==> src/rtl/i2s_rx_channel.sv <==
module i2s_rx_channel #(
  parameter int DEPTH  = 8,
  parameter int DIV_W  = 8,
  parameter int HALF_W = 6,
  localparam int AW    = $clog2(DEPTH),
  localparam int LVL_W = AW + 1
) (
  input  logic              clk,
  input  logic              rst_n,
  input  logic              cfg_master,
  input  logic              cfg_stereo,
  input  logic [1:0]        cfg_size,
  input  logic              cfg_stop,
  input  logic              cfg_mute,
  input  logic              cfg_reset,
  input  logic [DIV_W-1:0]  cfg_div,
  input  logic [HALF_W-1:0] cfg_ws_half,
  input  logic [LVL_W-1:0]  cfg_irq_lvl,
  input  logic [LVL_W-1:0]  cfg_dma_lvl,
  input  logic              sck_i,
  input  logic              ws_i,
  input  logic              sd_i,
  output logic              sck_o,
  output logic              ws_o,
  input  logic              rd_en,
  output logic [31:0]       rd_data,
  output logic [LVL_W-1:0]  level,
  output logic              irq,
  output logic              dma_req,
  output logic              overrun
);

  logic [2:0] sck_p;
  logic [1:0] ws_p, sd_p;
  always_ff @(posedge clk or negedge rst_n)
    if (!rst_n) begin
      sck_p <= '0;
      ws_p  <= '0;
      sd_p  <= '0;
    end else begin
      sck_p <= {sck_p[1:0], sck_i};
      ws_p  <= {ws_p[0], ws_i};
      sd_p  <= {sd_p[0], sd_i};
    end

  logic              s_rise, sd_s;
  assign s_rise = sck_p[1] & ~sck_p[2];
  assign sd_s   = sd_p[1];

  logic [DIV_W-1:0]  div_cnt;
  logic [HALF_W-1:0] ws_cnt;
  logic              tick, m_idle;
  assign tick   = div_cnt == cfg_div;
  assign m_idle = cfg_reset | ~cfg_master | cfg_stop;

  always_ff @(posedge clk or negedge rst_n)
    if (!rst_n) begin
      div_cnt <= '0;
      ws_cnt  <= '0;
      sck_o   <= 1'b0;
      ws_o    <= 1'b0;
    end else if (m_idle) begin
      div_cnt <= '0;
      ws_cnt  <= '0;
      sck_o   <= 1'b0;
      ws_o    <= 1'b0;
    end else if (tick) begin
      div_cnt <= '0;
      sck_o   <= ~sck_o;
      if (sck_o) begin
        if (ws_cnt == cfg_ws_half - 1'b1) begin
          ws_cnt <= '0;
          ws_o   <= ~ws_o;
        end else begin
          ws_cnt <= ws_cnt + 1'b1;
        end
      end
    end else begin
      div_cnt <= div_cnt + 1'b1;
    end

  logic rise, ws_now;
  assign rise   = cfg_master ? (tick & ~sck_o & ~m_idle) : s_rise;
  assign ws_now = cfg_master ? ws_o : ws_p[1];

  logic [5:0]  nb;
  logic [31:0] mask;
  always_comb
    case (cfg_size)
      2'd0:    begin nb = 6'd8;  mask = 32'h0000_00FF; end
      2'd1:    begin nb = 6'd16; mask = 32'h0000_FFFF; end
      default: begin nb = 6'd32; mask = 32'hFFFF_FFFF; end
    endcase

  logic        seen, ws_prev, active, chan;
  logic [5:0]  bitcnt;
  logic [30:0] sh;
  logic [31:0] shifted, smp;
  logic        smp_done, keep;
  assign shifted  = {sh, sd_s};
  assign smp      = cfg_mute ? 32'd0 : (shifted & mask);
  assign smp_done = rise & ~cfg_stop & seen & active & (bitcnt == nb - 6'd1);
  assign keep     = cfg_stereo | ~chan;

  always_ff @(posedge clk or negedge rst_n)
    if (!rst_n) begin
      seen <= 1'b0; ws_prev <= 1'b0; active <= 1'b0; chan <= 1'b0;
      bitcnt <= '0; sh <= '0;
    end else if (cfg_reset || cfg_stop) begin
      seen <= 1'b0; ws_prev <= 1'b0; active <= 1'b0; chan <= 1'b0;
      bitcnt <= '0; sh <= '0;
    end else if (rise) begin
      ws_prev <= ws_now;
      if (!seen) begin
        seen <= 1'b1;
      end else begin
        if (active) begin
          sh     <= shifted[30:0];
          bitcnt <= bitcnt + 6'd1;
          if (bitcnt == nb - 6'd1) active <= 1'b0;
        end
        if (ws_now != ws_prev) begin
          active <= 1'b1;
          bitcnt <= '0;
          chan   <= ws_now;
        end
      end
    end

  logic [31:0] pk, merged;
  logic [1:0]  pk_cnt;
  logic        last, push;
  always_comb
    case (cfg_size)
      2'd0:    begin merged = pk | (smp << {pk_cnt, 3'b000}); last = pk_cnt == 2'd3; end
      2'd1:    begin merged = pk | (smp << {pk_cnt[0], 4'b0000}); last = pk_cnt[0]; end
      default: begin merged = smp; last = 1'b1; end
    endcase
  assign push = smp_done & keep & last;

  always_ff @(posedge clk or negedge rst_n)
    if (!rst_n) begin
      pk <= '0; pk_cnt <= '0;
    end else if (cfg_reset) begin
      pk <= '0; pk_cnt <= '0;
    end else if (smp_done && keep) begin
      if (last) begin
        pk <= '0; pk_cnt <= '0;
      end else begin
        pk <= merged; pk_cnt <= pk_cnt + 2'd1;
      end
    end

  logic [31:0] mem [DEPTH];
  logic [AW:0] wp, rp;
  logic        full, pop, wr;
  assign level = wp - rp;
  assign full  = level == LVL_W'(DEPTH);
  assign pop   = rd_en & (level != '0);
  assign wr    = push & ~full & ~cfg_reset;

  always_ff @(posedge clk)
    if (wr) mem[wp[AW-1:0]] <= merged;

  always_ff @(posedge clk or negedge rst_n)
    if (!rst_n) begin
      wp <= '0; rp <= '0; overrun <= 1'b0;
    end else if (cfg_reset) begin
      wp <= '0; rp <= '0; overrun <= 1'b0;
    end else begin
      if (wr)          wp <= wp + 1'b1;
      if (pop)         rp <= rp + 1'b1;
      if (push && full) overrun <= 1'b1;
    end

  assign rd_data = (level == '0) ? 32'd0 : mem[rp[AW-1:0]];
  assign irq     = level > cfg_irq_lvl;
  assign dma_req = level > cfg_dma_lvl;

endmodule


==> config.mk <==
export PLATFORM = sky130hd
export DESIGN_NAME = i2s_rx_channel
export DESIGN_NICKNAME = d
export VERILOG_FILES = /design/src/rtl/i2s_rx_channel.sv
export SDC_FILE = /design/constraint.sdc
export NUM_CORES = 1
export LEC_CHECK = 0
export BUFFER_PORTS_ARGS = -buffer_cell sky130_fd_sc_hd__buf_4
export CAP_MARGIN = 20
export CORE_MARGIN = 2
export CORE_UTILIZATION = 45
export CTS_BUF_LIST = sky130_fd_sc_hd__clkbuf_4
export DETAILED_ROUTE_END_ITERATION = 10
export GPL_ROUTABILITY_DRIVEN = 0
export PLACE_DENSITY = 0.63
export SLEW_MARGIN = 25
export SYNTH_ARGS = -nofsm -noshare
export SYNTH_HDL_FRONTEND = slang
export SYNTH_SLANG_ARGS = --single-unit
==> constraint.sdc <==
create_clock -name clk -period 6 [get_ports clk]
set_input_delay 1.2 -clock clk [delete_from_list [all_inputs] [get_ports clk]]
set_output_delay 1.2 -clock clk [all_outputs]
set_load 0.005 [all_outputs]
* Yosys cells after proc, flatten, opt, wreduce, memory -nomap -nowiden
Memory sizes are Yosys's and may differ from the RTL's.
Index checks and enable logic that the tools add are counted.
** Word-level totals
- Word-level logic and storage cells :: 147
- Memory bits (writable) :: 256
- Input bits :: 35
- Output and inout port bits :: 41
- Bits in registers :: 107
- Memories :: 1
** Memory list
- mem :: depth 8, bits a word 32, read ports 1, clocked after Yosys merged registers in 0, write ports 1, line 154 : logic [31:0] mem [DEPTH];
** Operators by class
- Reductions and logical operators :: 24
- Bitwise gates (word level) :: 27
- $lt $le $gt $ge :: 2
- Shift operators :: 2
- Add/sub/neg operators :: 9
- Multiplexer cells :: 57
- Eq/ne operators :: 7
** Operator list (count)
- two-way mux 32 bit :: 5
- one-hot mux 32 bit (2 select lines) :: 2
- two-way mux 31 bit :: 4
- OR 32 bit :: 2
- << shifter 32 x 5 -> 32 bit :: 2
- two-way mux 6 bit :: 9
- AND 32 bit :: 1
- two-way mux 1 bit :: 26
- nonzero test 2 bit :: 11
- two-way mux 4 bit :: 4
- two-way mux 8 bit :: 2
- adder 6 x 1 -> 6 bit, second input constant :: 2
- AND 1 bit :: 12
- == test 6 bit :: 2
- one-hot mux 6 bit (2 select lines) :: 1
- AND reduction 3 bit :: 4
- subtractor 6 x 1 -> 6 bit, second input constant :: 2
- inverter 1 bit :: 9
- adder 4 x 1 -> 4 bit, second input constant :: 2
- adder 8 x 1 -> 8 bit, second input constant :: 1
- == test 8 bit :: 1
- > comparator 4 bit :: 2
- two-way mux 2 bit :: 3
- == test 4 bit, second input constant :: 1
- other kinds (14) :: 18

* Logic depth before layout (Yosys ltp)
Gate-level depths: netlist of run 1.
- Depth in word-level cells :: 16
- Depth in mapped cells :: 14
- Mapped depth without buffers :: 10

* Worst setup path after synthesis of run 1
OpenSTA, ideal clock, no wires.
- Path kind :: input port to flip-flop
- Start point :: in cfg_size[1]
- End point :: mem mem[1][0] (enable)
- Arrival time :: 6.410 ns
- Path buffers :: 3
- Data required time :: 5.498 ns
- Library setup time :: 0.502 ns
- Stages on the path :: 11
- Setup slack :: -0.912 ns
- Cells stage by stage :: buf_2 clkbuf_1 buf_1 or2_2 ha_1 xor2_1 mux2i_1 o2111ai_1 nor3_2 nand2_1 nor4_1
** On the way
- Longest elaborated chain between the ends :: 11
- Elaborated cells on any way between the ends :: 13
- Those cells by class :: add/sub (1); eq/ne (2); mux (4); bitwise (5); reduce/logical (1)
** Ends and longest elaborated chain
- start, declared :: line 12 : input logic [1:0] cfg_size,
- == test 2 x 1 -> 1 bit / logical NOT 2 bit (equally long branches) :: line 89, 134
- one-hot mux 6 bit (2 select lines) :: line 89 : case (cfg_size)
- subtractor 6 x 1 -> 6 bit :: line 102 : assign smp_done = rise & ~cfg_stop & seen & active & (bitcnt == nb - 6'd1);
- == test 6 bit :: line 102
- AND 1 bit :: line 102
- AND 1 bit :: line 139 : assign push = smp_done & keep & last;
- AND 1 bit * :: line 139
- AND 1 bit * (2 in a row) :: line 160 : assign wr = push & ~full & ~cfg_reset;
- two-way mux 1 bit * :: line 163 : if (wr) mem[wp[AW-1:0]] <= merged;
- two-way mux 1 bit (not written as such) * :: line 163
- end, declared :: line 154
Every way passes the cells marked *; elsewhere a longest branch is shown, timed or not.

* Worst setup path after layout of run 1
- Start point :: reg rp[2]
- End point :: out rd_data[18]
** On the way
- Longest elaborated chain between the ends :: 3
- Elaborated cells on any way between the ends :: 4
- Those cells by class :: add/sub (1); mux (1); reduce/logical (1); memory (1)
** Ends and longest elaborated chain
- start, declared :: line 155 : logic [AW:0] wp, rp;
- start signal, assigned :: line 172 : if (pop) rp <= rp + 1'b1;
- subtractor 4 bit :: line 157 : assign level = wp - rp;
- logical NOT 4 bit :: line 176 : assign rd_data = (level == '0) ? 32'd0 : mem[rp[AW-1:0]];
- two-way mux 32 bit * :: line 176
- end, declared :: line 26 : output logic [31:0] rd_data,
Marked as above.

==> results.env, run 1 <==
PLACED_CELLS_INCL_TAPS=1593
REGTOREGSETUPSLACK_PS=2160
POST_CTS_BUFFERS=0
POWER.SHARE.COMBINATIONAL=0.208
MOST_COMMON_CELL_IN_THE_SYNTHESIZED_NETLIST='edfxtp_1'
WL_MET3_UM=2260
SYNTH_TOP_AREA_SHARE=0.4942
SWITCHING_POWER_W=0.001609
SYNTH_WARNINGS=0
FP-ROW-COUNT=68
GRT_SETUP_UNREPAIRED='false'
WORST_SKEW_PAIR.LATE_LATENCY_PS=750
HPWL_UM=20910
VIA_COUNT=9724
NUMBER_OF_ANTENNA_VIOLATIONS_AT_THE_FIRST_CHECK_IN_GLOBAL_ROUTING=2
CP_MAX_FO=34
SYNTH_SEQUENTIAL_AREA_RATIO=0.6663
SETUP_FAILING_EPS_FINAL=0
WL_MET1_UM=15180
TIMING.MAX_SLEW.REL_SLACK=0.3055
INSTANCES_NO_FILL=1753
HOLD_PATH_CLASS='flop to flop'
SYNTH_FF_TYPE='edfxtp_1'
VIA_COUNT_OF_THE_FIRST_GLOBAL_ROUTING_PASS=9935
RUN_STATUS='complete, no violations'
CRIT-REG2REG-CAPTURE='mem[6][7]'
POWER.DENSITY_nW_PER_UM2=339.5
YOSYSUNIQUECELLTYPES=59
SYNTH.TOP_CELLS.BY_AREA='edfxtp_1 (49%), dfrtp_1 (17%), mux4_2 (9.3%)'
FINALPOWER_W=0.006053
MINIMUM_PERIOD_IMPLIED_BY_THE_FINAL_WORST_SETUP_SLACK_PS=5218
LARGEST_NET_DEGREE_AT_THE_START_OF_GLOBAL_ROUTING=68
SHARE_CLK_OF_TOTAL_POWER=0.345
DETAIL_ROUTE.WIRELENGTH_UM=34010
DIE_X_UM=189.9
FINALMAXSLEWVIOLATIONS=0
ROUTEDWLPERCELL_UM=19.40
PERIOD_SHARE=0.8697
POSTLAYOUTCOREUTIL=0.5200
TOPROUTINGLAYERUSED='met4'
GRT_FIRST_PASS_WIRELENGTH_UM=54230
CTSHOLDBUFFERS=0
DRC=0
SYN2LAYOUT_AREA_GROWTH_PCT=14.62
PLACE.PORT_BUFFERS=75
CELL_AREA_AFTER_SYNTHESIS_UM2=15550
POST_SYNTH_MOST_FREQUENT_CELLS='edfxtp_1 (256), nand2_1 (175), a21oi_1 (113)'
DIE_AR_UM2=36070
STATIC-LEAKAGE-POWER_nW=6.086
DETAILED_ROUTE_VIAS_PER_INSTANCE=5.547
STARTING_DENSITY_OF_THE_CORE=0.4537
WORST_EP_REQUIRED_TIME_PS=4800
WORST_HOLD_PATH.NUM_CELLS=0
TIMING.FINAL.HOLD_VIOLATIONS=0
SYNTHDOMINANTAREACELLTYPE='edfxtp_1'
YS_ASYNC_SR_FRACTION=0.2948
FIRSTDRTPASSITERS=6
POSTSYNTHCELLCOUNT=1107
MAX-CLOCK-PATH-BUFFERS=3
TRITONCTS='done'
FRACTION_OF_LAYOUT_CELLS_WITH_A_SIZE_SUFFIX_ABOVE_1=0.2546
CTS_HTREE_LEVELS=3
MAX_CLOCK_FREQ_GHz=0.1916
GRT_UTIL_ALL_LAYERS=0.1954
SWITCHING_PART_OF_THE_TOTAL_POWER=0.2658
GLOBAL_ROUTE.OVERFLOW_TOTAL=0
TIMING.HOLD.WORST_ENDPOINT='sd_p[1]'
FLOORPLAN.DIE.HEIGHT_UM=189.9
END_KIND='output port'
TRITONCTS_NUM_SINKS=363
REG2REG_DEPTH=11
CLK_TRANSITION_REPORTED_PATHS_PS=70
WORSTSETUPPATHTYPE='flop to output port'
POSTSYNTHNETCOUNT=1162
MIN-DELAY-START='sd_p[0]'
CP-START-KIND='flop'
WORST_IR_DROP_VDD_V=0.0001817
POST_SYNTH.CELL_AREA_AVG_UM2=14.05
RELATIVE_CONTRIBUTION_OF_SEQUENTIAL_CELLS_TO_TOTAL_POWER=0.448
INITIAL_DRC_COUNT=894
MET2ROUTEDLENGTH_UM=15940
YS_FF_LATCH=363
SYNTH_ENABLE_FLOP_CELLS=256
REGTOREGSTARTPOINT='rp[2]'
CP_DATA_ARRIVAL_TIME_PS=4020
CTS_RESIZED=0
ANT_NETS=0
CLOCKROOTBUFFER='clkbuf_4'
IOPINCOUNT=76
TOTAL_CTS_BUFFERS=90
MAX-CAP-VIOLATIONS=0
FINALCLOCKSKEW_PS=69.44
FIN_NETS=1286
WORST_SLEW_PIN_SLEW_PS=1042
FILLCELLCOUNT=2913
DESIGN.CORE.AREA_UM2=34290
POWER.INTERNAL_W=0.004445
==> worst max-delay path, stage by stage, from the launching register on <==
cell and delay [ps]:
dfrtp_1 320, buf_4 380, clkinv_1 110, buf_4 300, ha_1 390, xor2_1 200
or3_1 380, o21ba_2 840, a21oi_1 150, buf_4 190
==> state kept, by name, indices dropped and copies added (netlist names) <==
| signal | flops |
|---|---|
| mem | 256 |
| pk | 32 |
| sh | 31 |
| div_cnt | 8 |
| bitcnt | 6 |
| ws_cnt | 6 |
| rp | 4 |
| wp | 4 |
| sck_p | 3 |
| pk_cnt | 2 |
| sd_p | 2 |
| ws_p | 2 |
| active | 1 |
| chan | 1 |
| overrun | 1 |
| sck_o | 1 |
| seen | 1 |
| ws_o | 1 |
| ws_prev | 1 |
==> placed cells by master, fill, tap and decap left out, types with 6 or more instances in the layout <==
cell type and n:
a21oi_1 113, a22o_1 25, a2bb2oi_1 8, and3_1 8, buf_4 93, clkbuf_4 138, clkinv_1 13, dfrtp_1 105
edfxtp_1 256, ha_1 19, inv_1 40, mux4_2 64, nand2_1 175, nand2b_1 8, nand3_1 23, nor2_1 27
nor2b_1 6, o21ai_0 31, o21ai_1 6, o22ai_1 23, or3_1 6, xnor2_1 15, xor2_1 20
==> worst max-delay path by stage <==
stage,from,endpoint,slack [ps],depth (start not counted)
3_3_place_gp,cfg_size[1],mem[6][1],990,11
6_report,rp[2],rd_data[18],780,9
4_1_cts,rp[2],rd_data[13],690,9
3_5_place_dp,cfg_size[1],mem[6][28],910,11
2_1_floorplan,cfg_size[1],mem[1][0],-910,11
5_1_grt,rp[2],rd_data[18],500,9
==> power groups by stage <==
stage,clock [W],combinational (W),sequential [W]
final,0.00209,0.00126,0.00271
after global routing,0.00228,0.00138,0.00272
after CTS,0.00214,0.00127,0.00271
after detailed placement,0,0.00127,0.00277
after global placement,0,0.00126,0.00276
after floorplan,0,0.000709,0.00273
==> per-layer routing <==
layer	global-route usage	up-vias
met1	0.2822	4893
met5	0	-
met2	0.3005	325
li1	-	4451
met3	0.03800	55
met4	0.06410	0
==> kinds of logic (layout without fill, tap and decap cells) <==
group / Yosys count / count (layout) / synth area share
buffers and inverters: 103 / 292 / 0.02735
DFF: 363 / 363 / 0.6663
adders and majority gates: 20 / 20 / 0.01657
and+or+nand+nor: 292 / 292 / 0.08534
AOI/OAI and AO/OA: 225 / 225 / 0.08872
muxes: 69 / 69 / 0.09596
other: 0 / 2 / 0
xor gates and xnor gates: 35 / 35 / 0.01971
==> per-stage QoR <==
| stage | setup TNS, ps | setup WS, ps | instance area, um2 | hold slack [ps] |
|---|---|---|---|---|
| floorplan | -59050 | -911.8 | 15560 | 331.2 |
| global placement | 0 | 989.1 | 16620 | 334.2 |
| detailed placement | 0 | 905.9 | 16620 | 336.4 |
| CTS | 0 | 687.7 | 17800 | 348.6 |
| global route | 0 | 504.7 | 17830 | 366.1 |
| finish | 0 | 782.0 | 17830 | 345.0 |
==> final cells by class <==
class | count | area (um2) | area share
flip-flops and latches | 363 | 10370 | 0.5816
multi-input cells | 641 | 4826 | 0.2707
clock buffers | 138 | 1036 | 0.05811
repair buffers | 94 | 725.7 | 0.04070
well taps | 455 | 569.3 | 0.03193
inverters | 41 | 153.9 | 0.008632
clock inverters | 19 | 143.9 | 0.008070
diodes | 2 | 5.005 | 0.0002807
(Power assumes the default switching activity.)
==> run 2: changes to the inputs <==
Settings changed: CORE_UTILIZATION 45 to 50, PLACE_DENSITY 0.63 to 0.69.
==> results.env, run 2 (synthesis gave the netlist of run 1 again) <==
MOST-COMMON-LAYOUT-CELLS='edfxtp_1 (256), nand2_1 (175), clkbuf_4 (135)'
FINALCLOCKSKEW_PS=67.02  # -2.420 ps
MAX-CAP-VIOLATIONS=0  # unchanged
STARTING_DENSITY_OF_THE_CORE=0.5085  # +0.05485
FP-ROW-COUNT=64  # -5.9%
CTSHOLDBUFFERS=0  # unchanged
TOTAL_CTS_BUFFERS=91  # +1.1%
DRC=0  # unchanged
ROUTEDWLPERCELL_UM=19.63  # +1.2%
TIMING.FINAL.WS_SETUP_PS=909.4  # +127.5 ps
GRT_UTIL_ALL_LAYERS=0.2087  # +0.01326
MINIMUM_PERIOD_IMPLIED_BY_THE_FINAL_WORST_SETUP_SLACK_PS=5091  # -127.5 ps
WORST_SKEW_PAIR.LATE_LATENCY_PS=740  # about the same
CTS_HTREE_LEVELS=3  # unchanged
DETAIL_ROUTE.WIRELENGTH_UM=33140  # -2.6%
FRACTION_OF_LAYOUT_CELLS_WITH_A_SIZE_SUFFIX_ABOVE_1=0.2517  # -0.002887
PLACED_CELL_AREA_UM2=16530  # -0.55%
FIRSTDRTPASSITERS=5  # -1
ANT_NETS=0  # unchanged
PLACE_WS_PS=1102  # +196.6 ps
WORST_IR_DROP_VDD_V=0.0001697  # -6.6%
FINALMAXSLEWVIOLATIONS=0  # unchanged
CTS_RESIZED=0  # unchanged
NUMBER_OF_ANTENNA_VIOLATIONS_AT_THE_FIRST_CHECK_IN_GLOBAL_ROUTING=3  # +1
TRITONCTS_NUM_SINKS=363  # unchanged
PERIOD_SHARE=0.8484  # -0.02125
LARGEST_NET_DEGREE_AT_THE_START_OF_GLOBAL_ROUTING=70  # +2.9%
CP-START-KIND='flop'
IOPINCOUNT=76  # unchanged
MAX_CLOCK_FREQ_GHz=0.1964  # +2.5%
FLOORPLAN.DIE.HEIGHT_UM=180.4  # -5.0%
VIA_COUNT=9632  # -0.95%
TIMING.FINAL.HOLD_VIOLATIONS=0  # unchanged
COMMONEST_NON_FILL_NON_TAP_CELL_IN_THE_LAYOUT='edfxtp_1'
HOLD_PATH_CLASS='flop to flop'
CP_MAX_FO=33  # -2.9%
FINALINSTANCEAREA_UM2=17690  # -0.78%
POST_CTS_BUFFERS=0  # unchanged
CLOCKROOTBUFFER='clkbuf_4'
TRITONCTS='done'
FIN_NETS=1284  # -0.16%
DIE_AR_UM2=32540  # -9.8%
END_KIND='output port'
STATIC-LEAKAGE-POWER_nW=6.047  # -0.64%
SYN2LAYOUT_AREA_GROWTH_PCT=13.73
GLOBAL_ROUTE.OVERFLOW_TOTAL=0  # unchanged
HPWL_UM=20390  # -2.5%
VIA_COUNT_OF_THE_FIRST_GLOBAL_ROUTING_PASS=9873  # -0.62%
CP_DATA_ARRIVAL_TIME_PS=3890  # -130 ps
FINALPOWER_W=0.005964  # -1.5%
SETUP_FAILING_EPS_FINAL=0  # unchanged
INITIAL_DRC_COUNT=848  # -5.1%
POWER.DENSITY_nW_PER_UM2=337.1  # -0.71%
DESIGN.CORE.AREA_UM2=30590  # -11%
RUN_STATUS='complete, no violations'
WORSTSETUPPATHTYPE='flop to output port'
GRT_SETUP_UNREPAIRED='false'
PLACE.PORT_BUFFERS=75  # unchanged
CLK_TRANSITION_REPORTED_PATHS_PS=60  # about the same
TIMING.MAX_SLEW.REL_SLACK=0.3251  # +0.01966
LARGEST_REGISTER_FF_COUNT=256  # unchanged
WORST_EP_REQUIRED_TIME_PS=4800  # about the same
MAX-CLOCK-PATH-BUFFERS=3  # unchanged
TIMING.HOLD.WS_PS=344.7  # -0.2720 ps
DETAILED_ROUTE_VIAS_PER_INSTANCE=5.706  # +2.9%
WORST_SLEW_PIN_SLEW_PS=1012  # -29.50 ps
GRT_FIRST_PASS_WIRELENGTH_UM=53460  # -1.4%
DIE_X_UM=180.4  # -5.0%
==> run 2: cell type report <==
type / count / area (um2)
Fill cell: 2479 / 12900
Tap cell: 396 / 495.5
Multi-Input combinational cell: 641 / 4831
Antenna cell: 1 / 2.502
Sequential cell: 363 / 10370
Clock buffer: 135 / 1013
Inverter: 41 / 153.9
Timing Repair Buffer: 91 / 683.2
Clock inverter: 20 / 141.4
==> run 2: path summary, 6_finish.rpt <==
path	start	end	slack [ps]	cells after the start
min in group asynchronous	rst_n	div_cnt[6]	640	1
worst max-delay path	rp[0]	rd_data[8]	910	8
worst min-delay path	ws_p[0]	ws_p[1]	340	0
worst min register to register	ws_p[0]	ws_p[1]	340	0
worst max register to register	rp[0]	mem[7][28]	2300	10
max in group asynchronous	rst_n	sh[16]	4290	2
==> run 2: critical path, stage by stage, from the launching register on <==
cell,delay [ps]
dfrtp_4,740
ha_1,260
inv_1,50
fa_1,370
xor2_1,220
or3_1,380
o21ba_2,790
a21oi_1,170
buf_4,200
==> run 2: metrics by stage <==
| stage | util | std cells | setup TNS [ps] |
|---|---|---|---|
| 3_5_place_dp | 0.5402 | 1531 | 0 |
| 4_1_cts | 0.5780 | 1686 | 0 |
| 6_report | 0.5783 | 1688 | 0 |
| 2_1_floorplan | - | 1107 | -59050 |
| 5_1_grt | 0.5783 | 1688 | 0 |
| 3_3_place_gp | 0.5401 | 1531 | 0 |
==> run 2: power breakdown <==
group	switching [W]	total [W]	internal [W]	leakage (nW)
clock network	0.000954	0.00203	0.00108	0.686
logic	0.000590	0.00122	0.000627	1.97
registers	0.0000450	0.00271	0.00267	3.39
==> run 2: layer usage <==
| metal | vias up | global-route usage | share of wire |
|---|---|---|---|
| met5 | - | 0 | 0 |
| met4 | 0 | 0.06710 | 0.017 |
| met1 | 4790 | 0.2958 | 0.44 |
| met3 | 53 | 0.03537 | 0.065 |
| met2 | 337 | 0.3331 | 0.48 |
| li1 | 4452 | - | - |
==> run 3: changes to the inputs <==
Clock period 6 ns to 4.2 ns, I/O delays scaled along.
==> results.env, run 3 (synthesis gave the netlist of run 1 again) <==
CLOCKROOTBUFFER='clkbuf_4'
LARGEST_NET_DEGREE_AT_THE_START_OF_GLOBAL_ROUTING=68  # -2.9%
CLK_TRANSITION_REPORTED_PATHS_PS=60  # about the same
IOPINCOUNT=76  # unchanged
CP_MAX_FO=33  # unchanged
STARTING_DENSITY_OF_THE_CORE=0.5085  # unchanged
PLACE_WS_PS=477.6  # -624.9 ps
WORST_SLEW_PIN_SLEW_PS=1003  # -9.771 ps
CRIT_CHAIN='inv_2 > ha_1 > inv_1 > fa_1 > or3_1 > o21ba_2 > buf_12 > a21oi_1 > buf_4'
MOST-COMMON-LAYOUT-CELLS='edfxtp_1 (256), nand2_1 (174), clkbuf_4 (130)'
POWER.DENSITY_nW_PER_UM2=473.5  # +40%
PLACE.PORT_BUFFERS=75  # unchanged
FLOORPLAN.DIE.HEIGHT_UM=180.4  # unchanged
GR-USAGE-MET3=0.04507  # +0.009701
ROUTEDWLPERCELL_UM=19.55  # -0.45%
WORST_SKEW_PAIR.LATE_LATENCY_PS=740  # about the same
DESIGN.CORE.AREA_UM2=30590  # unchanged
VIA_COUNT=9778  # +1.5%
MAX_CLOCK_FREQ_GHz=0.2479
WORSTSETUPPATHTYPE='flop to output port'
PLACED_CELLS_INCL_TAPS=1546  # +0.98%
POWER.SHARE.COMBINATIONAL=0.220  # +0.016
CP_DATA_ARRIVAL_TIME_PS=3190  # -700 ps
TRITONCTS='done'
FILLCELLCOUNT=2448  # -1.3%
GRT_FIRST_PASS_WIRELENGTH_UM=53930  # +0.88%
HPWL_UM=20390  # about the same
INITIAL_DRC_COUNT=719  # -15%
PERIOD_SHARE=0.9604
TOTAL_CTS_BUFFERS=92  # +1.1%
MAX-CLOCK-PATH-BUFFERS=3  # unchanged
DETAILED_ROUTE_VIAS_PER_INSTANCE=5.725  # +0.33%
FINALCLOCKSKEW_PS=73.86  # +6.842 ps
REGTOREGSTARTPOINT='wp[0]'
CTS_HTREE_LEVELS=3  # unchanged
DIE_X_UM=180.4  # unchanged
FIRSTDRTPASSITERS=5  # unchanged
FP-ROW-COUNT=64  # unchanged
GRT_UTIL_ALL_LAYERS=0.2103  # +0.001665
SHARE_CLK_OF_TOTAL_POWER=0.331  # -0.010
DRC=0  # unchanged
TRITONCTS_NUM_SINKS=363  # unchanged
RELATIVE_CONTRIBUTION_OF_SEQUENTIAL_CELLS_TO_TOTAL_POWER=0.449  # -0.006
MAX-CAP-VIOLATIONS=0  # unchanged
FRACTION_OF_LAYOUT_CELLS_WITH_A_SIZE_SUFFIX_ABOVE_1=0.2647  # +0.01294
CRITICAL_PATH.N_BUFFERS_INVERTERS=4  # +2
CRITICAL-PATH-MAX-STAGE-DELAY_PS=480  # -310 ps
REG2REG_DEPTH=10  # unchanged
FINALMAXSLEWVIOLATIONS=0  # unchanged
SYN2LAYOUT_AREA_GROWTH_PCT=15.63
SWITCHING_PART_OF_THE_TOTAL_POWER=0.2709  # +0.004463
VIA_COUNT_OF_THE_FIRST_GLOBAL_ROUTING_PASS=10030  # +1.6%
TIMING.FINAL.HOLD_VIOLATIONS=0  # unchanged
ANT_NETS=0  # unchanged
TIMING.FINAL.WS_SETUP_PS=166.4  # -743.1 ps
COMMONEST_NON_FILL_NON_TAP_CELL_IN_THE_LAYOUT='edfxtp_1'
STATIC-LEAKAGE-POWER_nW=6.177  # +2.2%
WORST_IR_DROP_VDD_V=0.0002589  # +53%
GR-USAGE-MET1=0.2867  # -0.009018
SWITCHING_POWER_W=0.002307  # +45%
GRT_MOST_USED_LAYER='met2'
TIMING.CRITICAL_PATH.MAX_DELAY_FAMILY='adder cells'
FIN_NETS=1300  # +1.2%
POWER.INTERNAL_W=0.006209  # +42%
CP-START-KIND='flop'
LARGEST_REGISTER_FF_COUNT=256  # unchanged
CRIT-REG2REG-CAPTURE='mem[0][20]'
REGTOREGSETUPSLACK_PS=750  # -1550 ps
WORST_EP_REQUIRED_TIME_PS=3360  # -1440 ps
SETUP_FAILING_EPS_FINAL=0  # unchanged
GLOBAL_ROUTE.OVERFLOW_TOTAL=0  # unchanged
MINIMUM_PERIOD_IMPLIED_BY_THE_FINAL_WORST_SETUP_SLACK_PS=4034
TIMING.MAX_SLEW.REL_SLACK=0.3317  # +0.006514
RUN_STATUS='complete, no violations'
GRT_SETUP_UNREPAIRED='false'
CPMAXSTAGEDELAYCELL='dfrtp_1'
GLOBALROUTEMET2UTIL=0.3418  # +0.008702
INSTANCES_NO_FILL=1708  # +1.2%
END_KIND='output port'
DETAIL_ROUTE.WIRELENGTH_UM=33380  # +0.73%
FINALPOWER_W=0.008516  # +43%
HOLD_PATH_CLASS='primary input to async pin'
DIE_AR_UM2=32540  # unchanged
NUMBER_OF_ANTENNA_VIOLATIONS_AT_THE_FIRST_CHECK_IN_GLOBAL_ROUTING=1  # -2
[run 3: repair_timing]
item | in CTS | in global routing
hold buffers | 0 | 0
gates cloned | 0 | 0
endpoints found under the setup margin | 32 | 32
resized for setup | 2 | 3
buffers inserted | 1 | 0
[run 3: per-layer routing]
layer,part of all wire,wire [um]
met4,0.013,421
met5,0.0021,69
met1,0.43,14380
met3,0.059,1980
met2,0.50,16530
[run 3: final cells by class]
cell class,count,area (um2),share of cell area
Sequential cell,363,10370,0.5766
Inverter,41,153.9,0.008557
Timing Repair Buffer,106,899.6,0.05002
Clock inverter,30,157.7,0.008765
Multi-Input combinational cell,641,4931,0.2742
Antenna cell,1,2.502,0.0001391
Tap cell,396,495.5,0.02755
Clock buffer,130,975.9,0.05426
[run 3: how the worst max path moves through the flow]
stage | startpoint | depth (start not counted) | end | slack, ps
floorplan | cfg_size[1] | 11 | mem[1][0] | -160
global placement | cfg_size[0] | 11 | mem[0][16] | 560
detailed placement | cfg_size[0] | 11 | mem[0][6] | 480
CTS | wp[0] | 10 | rd_data[2] | 30
global route | wp[0] | 9 | rd_data[18] | 10
finish | wp[0] | 9 | rd_data[18] | 170
[run 3: power by group through the flow]
stage	sequential, W	combinational [W]	clock, W
floorplan	0.00389	0.00102	0
global placement	0.00394	0.00179	0
detailed placement	0.00394	0.00182	0
CTS	0.00382	0.00190	0.00291
global route	0.00382	0.00207	0.00310
finish	0.00382	0.00188	0.00282
[run 3: stage by stage]
stage / area [um2] / utilization / hold WS [ps] / TNS [ps]
after floorplan: 15740 / - / 331.2 / -11110
after global placement: 16830 / 0.5501 / 333.0 / 0
final: 17990 / 0.5880 / 140.4 / 0
after detailed placement: 16830 / 0.5501 / 338.7 / 0
after global routing: 17990 / 0.5880 / 142.3 / 0
after CTS: 17970 / 0.5876 / 110.9 / 0
